===== config.mk =====
export PLATFORM = sky130hd
export DESIGN_NAME = xlat_cache
export DESIGN_NICKNAME = d
export VERILOG_FILES = /design/src/rtl/xlat_pkg.sv /design/src/rtl/xlat_match.sv /design/src/rtl/xlat_age.sv /design/src/rtl/xlat_miss_ctr.sv /design/src/rtl/xlat_cache.sv
export SDC_FILE = /design/constraint.sdc
export NUM_CORES = 1
export LEC_CHECK = 0
export BUFFER_PORTS_ARGS = -buffer_cell sky130_fd_sc_hd__buf_2
export CAP_MARGIN = 20
export CORE_AREA = 4 4 196 198
export DETAILED_ROUTE_END_ITERATION = 12
export DIE_AREA = 0 0 200 202
export PLACE_DENSITY = 0.58
export SLEW_MARGIN = 20
export SYNTH_ARGS = -nofsm -noshare
export SYNTH_HDL_FRONTEND = slang
export SYNTH_SLANG_ARGS = --single-unit
export TNS_END_PERCENT = 100

===== constraint.sdc =====
create_clock -name clk -period 5.9 [get_ports clk]
set_input_delay 1.77 -clock clk [delete_from_list [all_inputs] [get_ports clk]]
set_output_delay 1.77 -clock clk [all_outputs]
set_load 0.05 [all_outputs]

===== src/rtl/xlat_pkg.sv =====
// Package: shared command encoding for the tagged translation cache.
// Assumes at most one command is executed per cycle.
package xlat_pkg;

    typedef enum logic [2:0] {
        OP_NONE   = 3'd0,
        OP_FLUSH  = 3'd1,
        OP_SWITCH = 3'd2,
        OP_INV    = 3'd3,
        OP_FILL   = 3'd4
    } xlat_op_e;

    // Picks the single command to run: flush, switch, invalidate, fill.
    function automatic xlat_op_e pick_op(input logic flush, input logic sw,
                                         input logic inv, input logic fill);
        if (flush)     return OP_FLUSH;
        else if (sw)   return OP_SWITCH;
        else if (inv)  return OP_INV;
        else if (fill) return OP_FILL;
        else           return OP_NONE;
    endfunction

endpackage


===== src/rtl/xlat_match.sv =====
// Module: xlat_match
// Compares one key page number against every slot and reports which slots
// answer under the current address space (global slots always answer).
// Assumes DEPTH >= 2. Purely combinational.
module xlat_match #(
    parameter int DEPTH  = 4,
    parameter int VPN_W  = 20,
    parameter int ASID_W = 12,
    localparam int IDX_W = $clog2(DEPTH)
) (
    input  logic [DEPTH-1:0]             ent_valid,
    input  logic [DEPTH-1:0]             ent_glob,
    input  logic [DEPTH-1:0][VPN_W-1:0]  ent_vpn,
    input  logic [DEPTH-1:0][ASID_W-1:0] ent_asid,
    input  logic [ASID_W-1:0]            cur_asid,
    input  logic [VPN_W-1:0]             key_vpn,
    output logic [DEPTH-1:0]             hit_vec,
    output logic                         any_hit,
    output logic [IDX_W-1:0]             first_idx
);

    // One comparator per slot.
    for (genvar i = 0; i < DEPTH; i++) begin : g_cmp
        assign hit_vec[i] = ent_valid[i] && (ent_vpn[i] == key_vpn) &&
                            (ent_glob[i] || (ent_asid[i] == cur_asid));
    end

    assign any_hit = |hit_vec;

    // Lowest-numbered answering slot wins.
    always_comb begin
        first_idx = '0;
        for (int i = DEPTH - 1; i >= 0; i--) begin
            if (hit_vec[i]) first_idx = IDX_W'(i);
        end
    end

endmodule


===== src/rtl/xlat_age.sv =====
// Module: xlat_age
// Keeps an insertion rank per slot (0 = newest) so the FIFO victim is the
// slot of rank DEPTH-1 when the table is full. Removals close the gaps in
// the ranks; an insertion ages every other valid slot by one.
// Assumes removal and insertion never occur in the same cycle.
module xlat_age #(
    parameter int DEPTH = 4,
    localparam int IDX_W = $clog2(DEPTH)
) (
    input  logic             clk,
    input  logic             rst_n,
    input  logic [DEPTH-1:0] valid,
    input  logic [DEPTH-1:0] rm,
    input  logic             ins_en,
    input  logic [IDX_W-1:0] ins_idx,
    output logic [IDX_W-1:0] victim_idx
);

    logic [DEPTH-1:0][IDX_W-1:0] rank_q;
    logic [DEPTH-1:0][IDX_W-1:0] dec;
    logic                        free_found;

    // Counts, per slot, the removed slots that are newer than it.
    always_comb begin
        for (int i = 0; i < DEPTH; i++) begin
            dec[i] = '0;
            for (int j = 0; j < DEPTH; j++) begin
                if (rm[j] && valid[j] && (rank_q[j] < rank_q[i]))
                    dec[i] = dec[i] + IDX_W'(1);
            end
        end
    end

    // Chooses the lowest free slot, else the oldest inserted one.
    always_comb begin
        victim_idx = '0;
        free_found = 1'b0;
        for (int i = 0; i < DEPTH; i++) begin
            if (!valid[i] && !free_found) begin
                victim_idx = IDX_W'(i);
                free_found = 1'b1;
            end
        end
        if (!free_found) begin
            for (int i = 0; i < DEPTH; i++) begin
                if (rank_q[i] == IDX_W'(DEPTH - 1)) victim_idx = IDX_W'(i);
            end
        end
    end

    // Updates the ranks on insertion or removal.
    always_ff @(posedge clk) begin
        if (!rst_n) begin
            rank_q <= '0;
        end else if (ins_en) begin
            for (int i = 0; i < DEPTH; i++) begin
                if (IDX_W'(i) == ins_idx)
                    rank_q[i] <= '0;
                else if (valid[i])
                    rank_q[i] <= rank_q[i] + IDX_W'(1);
            end
        end else if (|rm) begin
            for (int i = 0; i < DEPTH; i++) begin
                if (valid[i] && !rm[i]) rank_q[i] <= rank_q[i] - dec[i];
            end
        end
    end

endmodule


===== src/rtl/xlat_miss_ctr.sv =====
// Module: xlat_miss_ctr
// Wrapping counter of counted lookup misses. Assumes inc is a one-cycle event.
module xlat_miss_ctr #(
    parameter int CNT_W = 16
) (
    input  logic             clk,
    input  logic             rst_n,
    input  logic             inc,
    output logic [CNT_W-1:0] count
);

    // Adds one per counted miss, wrapping at the top.
    always_ff @(posedge clk) begin
        if (!rst_n)   count <= '0;
        else if (inc) count <= count + CNT_W'(1);
    end

endmodule


===== src/rtl/xlat_cache.sv =====
// Module: xlat_cache
// Fully associative translation cache with address-space tags and global
// slots. Lookup is combinational against the current tag register; fill,
// switch, page invalidate and flush are single-cycle commands, one per cycle.
// Assumes callers never rely on two slots answering the same page.
module xlat_cache #(
    parameter int DEPTH  = 4,
    parameter int VPN_W  = 20,
    parameter int PFN_W  = 20,
    parameter int ASID_W = 12,
    parameter int CNT_W  = 16,
    localparam int IDX_W = $clog2(DEPTH)
) (
    input  logic              clk,
    input  logic              rst_n,
    input  logic              lk_valid,
    input  logic [VPN_W-1:0]  lk_vpn,
    output logic              lk_hit,
    output logic [PFN_W-1:0]  lk_pfn,
    input  logic              fill_en,
    input  logic [VPN_W-1:0]  fill_vpn,
    input  logic [PFN_W-1:0]  fill_pfn,
    input  logic              fill_global,
    input  logic              sw_en,
    input  logic [ASID_W-1:0] sw_asid,
    input  logic              sw_keep,
    input  logic              inv_en,
    input  logic [VPN_W-1:0]  inv_vpn,
    input  logic              flush_en,
    output logic [ASID_W-1:0] cur_asid,
    output logic [CNT_W-1:0]  miss_count
);
    import xlat_pkg::*;

    logic [DEPTH-1:0]             v_q;
    logic [DEPTH-1:0]             g_q;
    logic [DEPTH-1:0][VPN_W-1:0]  vpn_q;
    logic [DEPTH-1:0][PFN_W-1:0]  pfn_q;
    logic [DEPTH-1:0][ASID_W-1:0] asid_q;
    logic [ASID_W-1:0]            cur_q;

    xlat_op_e         op;
    logic [DEPTH-1:0] lk_vec, inv_vec, fill_vec, rm;
    logic             lk_any, inv_any, fill_any;
    logic [IDX_W-1:0] lk_idx, inv_idx, fill_idx, vic_idx, wr_idx;
    logic             ins_new;

    assign op = pick_op(flush_en, sw_en, inv_en, fill_en);

    xlat_match #(.DEPTH(DEPTH), .VPN_W(VPN_W), .ASID_W(ASID_W)) i_lk_match (
        .ent_valid(v_q), .ent_glob(g_q), .ent_vpn(vpn_q), .ent_asid(asid_q),
        .cur_asid(cur_q), .key_vpn(lk_vpn),
        .hit_vec(lk_vec), .any_hit(lk_any), .first_idx(lk_idx)
    );

    xlat_match #(.DEPTH(DEPTH), .VPN_W(VPN_W), .ASID_W(ASID_W)) i_inv_match (
        .ent_valid(v_q), .ent_glob(g_q), .ent_vpn(vpn_q), .ent_asid(asid_q),
        .cur_asid(cur_q), .key_vpn(inv_vpn),
        .hit_vec(inv_vec), .any_hit(inv_any), .first_idx(inv_idx)
    );

    xlat_match #(.DEPTH(DEPTH), .VPN_W(VPN_W), .ASID_W(ASID_W)) i_fill_match (
        .ent_valid(v_q), .ent_glob(g_q), .ent_vpn(vpn_q), .ent_asid(asid_q),
        .cur_asid(cur_q), .key_vpn(fill_vpn),
        .hit_vec(fill_vec), .any_hit(fill_any), .first_idx(fill_idx)
    );

    // Drives the lookup result; frame forced to zero on a miss.
    always_comb begin
        lk_hit = lk_any;
        lk_pfn = lk_any ? pfn_q[lk_idx] : '0;
    end

    // Builds the removal mask of the command being executed.
    always_comb begin
        unique case (op)
            OP_FLUSH:  rm = v_q;
            OP_SWITCH: rm = sw_keep ? '0 : (v_q & ~g_q);
            OP_INV:    rm = inv_any ? inv_vec : '0;
            default:   rm = '0;
        endcase
    end

    // Selects the slot written by a fill: in place, else the FIFO victim.
    always_comb begin
        ins_new = (op == OP_FILL) && !fill_any;
        wr_idx  = fill_any ? fill_idx : vic_idx;
    end

    xlat_age #(.DEPTH(DEPTH)) i_age (
        .clk(clk), .rst_n(rst_n), .valid(v_q), .rm(rm),
        .ins_en(ins_new), .ins_idx(vic_idx), .victim_idx(vic_idx)
    );

    // Holds slot contents and the current address-space register.
    always_ff @(posedge clk) begin
        if (!rst_n) begin
            v_q    <= '0;
            g_q    <= '0;
            vpn_q  <= '0;
            pfn_q  <= '0;
            asid_q <= '0;
            cur_q  <= '0;
        end else begin
            v_q <= v_q & ~rm;
            if (op == OP_SWITCH) cur_q <= sw_asid;
            if (op == OP_FILL) begin
                v_q[wr_idx]    <= 1'b1;
                g_q[wr_idx]    <= fill_global;
                vpn_q[wr_idx]  <= fill_vpn;
                pfn_q[wr_idx]  <= fill_pfn;
                asid_q[wr_idx] <= cur_q;
            end
        end
    end

    assign cur_asid = cur_q;

    xlat_miss_ctr #(.CNT_W(CNT_W)) i_miss (
        .clk(clk), .rst_n(rst_n), .inc(lk_valid && !lk_any), .count(miss_count)
    );

endmodule


# Word-level counts from Yosys, hierarchy flattened
# Cells that the tools add are included.
# totals
regBits	252
inputBits	101
output_inout_bits	49
elab_cells	251
# classes
addsub	21
order_cmp	19
n_eq_ne	31
muxes	72
bitwise_logic	5
reduce_logical	83
# op_table
operator	count
20-bit == test	12
80-bit bitwise mux	2
2-bit two-way mux	40
20-bit two-way mux	3
1-bit logical AND	54
48-bit bitwise mux	1
12-bit == test	4
20-bit binary-select mux with 2-bit select	1
20-bit demux with 2-bit select	1
2-bit less-than comparator	16
2-bit by 1-bit adder with 2-bit output, second input constant	12
12-bit demux with 2-bit select	1
16-bit by 1-bit adder with 16-bit output, second input constant	1
8-bit two-way mux	2
4-bit OR reduction	4
12-bit two-way mux	1
3-bit two-way mux	4
4-bit two-way mux	3
3-bit != test, second input constant	4
4-bit one-hot mux with 3 select lines	1
3-bit AND reduction	4
1-bit logical NOT	11
1-bit two-way mux	10
2-bit nonzero test	5
other kinds (17)	34

# Longest topological paths before layout
# depth
word_depth	21
ltp_mapped	15
mapped_depth_nobuf	15

# By module
# Synthesis repeated with hierarchy kept, for this count alone.
# unflattened
cells_unflattened	1691
area_unflattened_um2	15747.6
# by_module_without_submodules
mod	instances	cells_per_inst	area_per_inst_um2	seq_area_each_um2
xlat_cache	1	894	9153.8	4564.4
xlat_match	3	183	1522.7	0.0
xlat_age	1	165	1281.2	160.2
xlat_miss_ctr	1	83	744.5	320.3

# Least setup slack after synthesis
# OpenSTA, ideal clock, no wires.
# synth_timing
path_type	input -> output
from	input lk_vpn[13]
to	output lk_pfn[0]
arrival_time_ns	4.678
t_required_ns	4.130
setup_slack_ns	-0.548
cell_stages	11
n_path_buf	3
path_cell_list	clkbuf_1 -> xor2_1 -> nor4_1 -> nand3_1 -> nor4_1 -> o21ai_0 -> nand2_1 -> buf_2 -> buf_4 -> mux2i_1 -> a211oi_1
# synth_via
elab_chain_cells	10
word_cells_on_any_way	20
classes_between	eq/ne (4); mux (7); reduce/logical (9)
# synth_lines
element	line	source
start, declared	xlat_cache.sv:17	input logic [VPN_W-1:0] lk_vpn,
20-bit == test	xlat_match.sv:24	assign hit_vec[i] = ent_valid[i] && (ent_vpn[i] == key_vpn) &&
1-bit logical AND (2 in series)	xlat_match.sv:24	
2-bit two-way mux (4 in series)	xlat_match.sv:34	if (hit_vec[i]) first_idx = IDX_W'(i);
20-bit binary-select mux with 2-bit select	xlat_cache.sv:71	lk_pfn = lk_any ? pfn_q[lk_idx] : '0;
20-bit two-way mux (not written as such)	xlat_cache.sv:71	
20-bit two-way mux (*)	xlat_cache.sv:71	
end, declared	xlat_cache.sv:19	output logic [PFN_W-1:0] lk_pfn,
# Mark *: on every way between the ends. The rest lies on a longest branch, timed or not. The select of a mux whose other input is x is not followed.

# Worst setup path in the final report
# layout_timing
from	input lk_vpn[4]
to	output lk_pfn[13]
# Same word-level chain as after synthesis.

==> summary.txt <==
Status
  • Status: finished, violations left
  • Violated checks: setup timing

Synthesis
  • EDFF count, synth: 0
  • Post-synthesis adder-cell area fraction: 2.51%
  • Synth area leaders: dfxtp_1 35%, xor2_1 13%, mux2i_1 9.2%
  • Synthesized area per cell: 8.48 µm²
  • Synthesized area: 14,500 µm²
  • Synth cell types: 64
  • Post-synth top cells: 252 x dfxtp_1, 210 x xor2_1, 160 x nor2_1, 156 x nand2_1, 146 x a21oi_1
  • Synth area leader: dfxtp_1
  • Ys flop type: dfxtp_1
  • Post-synthesis mux area share: 10.8%
  • Post-Synth XOR/XNOR Area: 18.5%
  • Post-synthesis sequential area ratio: 34.9%
  • Synth top area share: 34.9%
  • Largest family of logic cells by synthesized area: XOR/XNOR gates
  • Synth Area in Simple Gates: 14.9%
  • Synthesis-stage register bit count: 252
  • Synth warn: 0
  • Most frequent cell after synthesis: dfxtp_1
  • Syn nets: 1,836
  • Asr flop ratio synth: 0%
  • Post-Syn Instances: 1,706
  • Compound-Gate Fraction of Synth Area: 12.8%

Placement
  • Cell Count Post-Placement: 2,263
  • Placed Area: 15,900 µm²
  • GP Congestion: 0.981
  • Port Buf Inserts: 149
  • Hpwl dp: 35,400 µm

STA
  • Endpoints failing hold: 0
  • Final setup fails: 1
  • Relative slew slack: 32.8%
  • Tmin final: 5910 ps
  • Final WS setup: -10.2 ps
  • Setup Skew: 16.1 ps
  • Worst slew pin tran: 994 ps
  • Setup TNS Final: -10.2 ps
  • RSZ-0062 raised after global routing: true
  • Hold slack: 483 ps
  • Period utilisation layout: 100%
  • Max Slew Vio Count: 0
  • Max Fclk: 0.169 GHz

Setup path
  • Slowest stage cell, crit path: a2111o_1
  • Max stage delay on crit path: 330 ps
  • Crit-path max FO: 8
  • Critical path type: in -> out
  • Critical Path, Cell by Cell: buf_6 > xor2_2 > nor4_4 > buf_4 > nand3_4 > a2111o_1 > o21ai_2 > nand2_4 > buf_12 > mux2_2 > nor2_1 > a211oi_2 > buf_6
  • Crit path launch type: primary input
  • Crit path max-delay family: compound AO/OA/AOI/OAI gates
  • CP endpoint kind: primary output
  • Buf/Inv on CP: 4
  • CP dominant cell by count: buf_6
  • WP data required: 4130 ps
  • Crit path arrival time: 4140 ps

Final layout
  • Area Overhead vs Synth: 20.5%
  • Final std cells w/o fill: 2,323
  • Fillcell total: 3,542
  • Share of layout cells above drive strength 1: 19.3%
  • Footprint of the multi-input gates: 9000 µm²
  • Nets@finish: 1,961
  • Sequential Area: 5040 µm²
  • Cell area after layout: 17,400 µm²

Die
  • Die width: 200 µm
  • Initial Util: 39.6%
  • Die height: 202 µm
  • Core area: 36,500 µm²
  • Num rows: 70
  • Die area: 40,400 µm²
  • I/O pins: 150

Pwr
  • LEAKAGE: 7.98 nW
  • Tot Pwr: 4.17 mW
  • Pwr Density: 239 nW/µm²
  • Max VDD drop: 0.231 mV

Routing
  • M1 WL: 22,400 µm
  • ANT nets after route: 0
  • Met2 routed WL: 22,900 µm
  • Initial DRT Pass Iterations: 6
  • DR iter-0 viols: 948
  • Avg Vias per Cell: 5.44
  • Via Count: 12.6k
  • DRC viols: 0
  • Avg WL per Cell: 21.2 µm
  • Max Used Layer: met5
  • DR WL met3: 2730 µm
  • Final WL: 49,400 µm

Hold path
  • Hold Path Class: reg -> reg

Clock tree
  • CTS Buf Count: 29
  • H-Tree Depth: 1
  • Total clock sinks: 252
  • CTS clk-pin slew, worst paths: 60 ps
  • Clock root cell: clkbuf_16
  • Post-cts hold buffer count: 0
  • Max clock buf depth: 3
  • Clock tree from TritonCTS: done
  • Worst-Skew Late Latency: 580 ps

Global route
  • GRT Util Overall: 23.3%
  • Largest net degree at the start of global routing: 123
  • First-pass GRT wire length: 74,000 µm
  • Initial antenna violation count: 3
  • Overflow after GRT: 0
  • Number of global-route vias before repair: 12.3k

Run
  • Max_cap viols: 0
==> cells by family after synthesis <==
group                    after synthesis
AO/OA/AOI/OAI                        330
flip-flops                           252
AND/OR/NAND/NOR                      472
adder cells (fa/ha/maj)               29
multiplexers                         154
XOR/XNOR                             305
buffers and inverters                164
==> worst paths after layout <==
kind	slack, ps	depth (start not counted)	startpoint	endpoint
max	-10	13	lk_vpn[4]	lk_pfn[13]
min reg2reg	480	2	pfn_q[36]	pfn_q[36]
max reg2reg	1800	13	cur_asid[11]	i_age.rank_q[3]
min	480	2	pfn_q[36]	pfn_q[36]
==> flip-flops by register name, summed over array words and instances, names as in the netlist <==
signal / count
cur_asid: 12
vpn_q: 80
i_miss.count: 16
asid_q: 48
i_age.rank_q: 8
v_q: 4
pfn_q: 80
g_q: 4
==> layer usage <==
metal  GRT usage [%]  up-vias
met5               0        -
met1            32.9     6131
met3            2.83       82
li1                -     6056
met4            5.97        2
met2            38.0      362
==> power breakdown <==
group	leakage, nW	switching, mW	internal, mW
combinational	5.42	0.251	0.139
clock	0.533	0.773	1.27
sequential	2.03	0.0217	1.72
total	7.98	1.05	3.13
==> metrics by stage <==
step / utilization [%] / worst slack [ps]
floorplan: - / -90.2
global placement: 43.4 / -274
detailed placement: 43.4 / -310
CTS: 46.8 / -24.8
global route: 47.7 / -140
finish: 47.7 / -10.2
==> repair_timing <==
action	in CTS	in global routing
resized for setup	45	59
cloned	0	3
buffers inserted	0	2
pin swaps	5	15
endpoints found under the setup margin	20	20
==> area by class of cell <==
cell class / count / area share (%)
diodes: 1 / 0.0143
flip-flops and latches: 252 / 28.9
clock buffers: 37 / 4.62
repair buffers: 222 / 9.04
multi-input cells: 1290 / 51.6
well taps: 468 / 3.36
inverters: 36 / 0.804
clock inverters: 17 / 1.63
==> cell usage in the layout (no fill, tap or decap), types with 5 or more instances in the layout <==
cell       count
buf_4         61
nand3_1       14
o21ai_0      126
nor3_1        14
a211oi_2      19
mux2_4        14
dfxtp_1      252
ha_1          29
nand4_1       33
nor2_1       151
clkinv_2       6
nor4_1        43
clkbuf_8       5
bufinv_16      7
xnor2_1       94
and2_1        12
or3_1          7
buf_12         5
nor2_4         6
buf_2        123
mux2i_1      132
clkbuf_16     31
a21oi_1      146
buf_6         30
inv_1         35
nand2_1      154
xor2_1       206
mux2_2         7
==> tightest hold or removal path: cells and delay by family, from the launching register on <==
family	cells	cell delay, ps
AO/OA/AOI/OAI	2	130
flip-flops	1	310
Power figures use the tool's default switching activity.
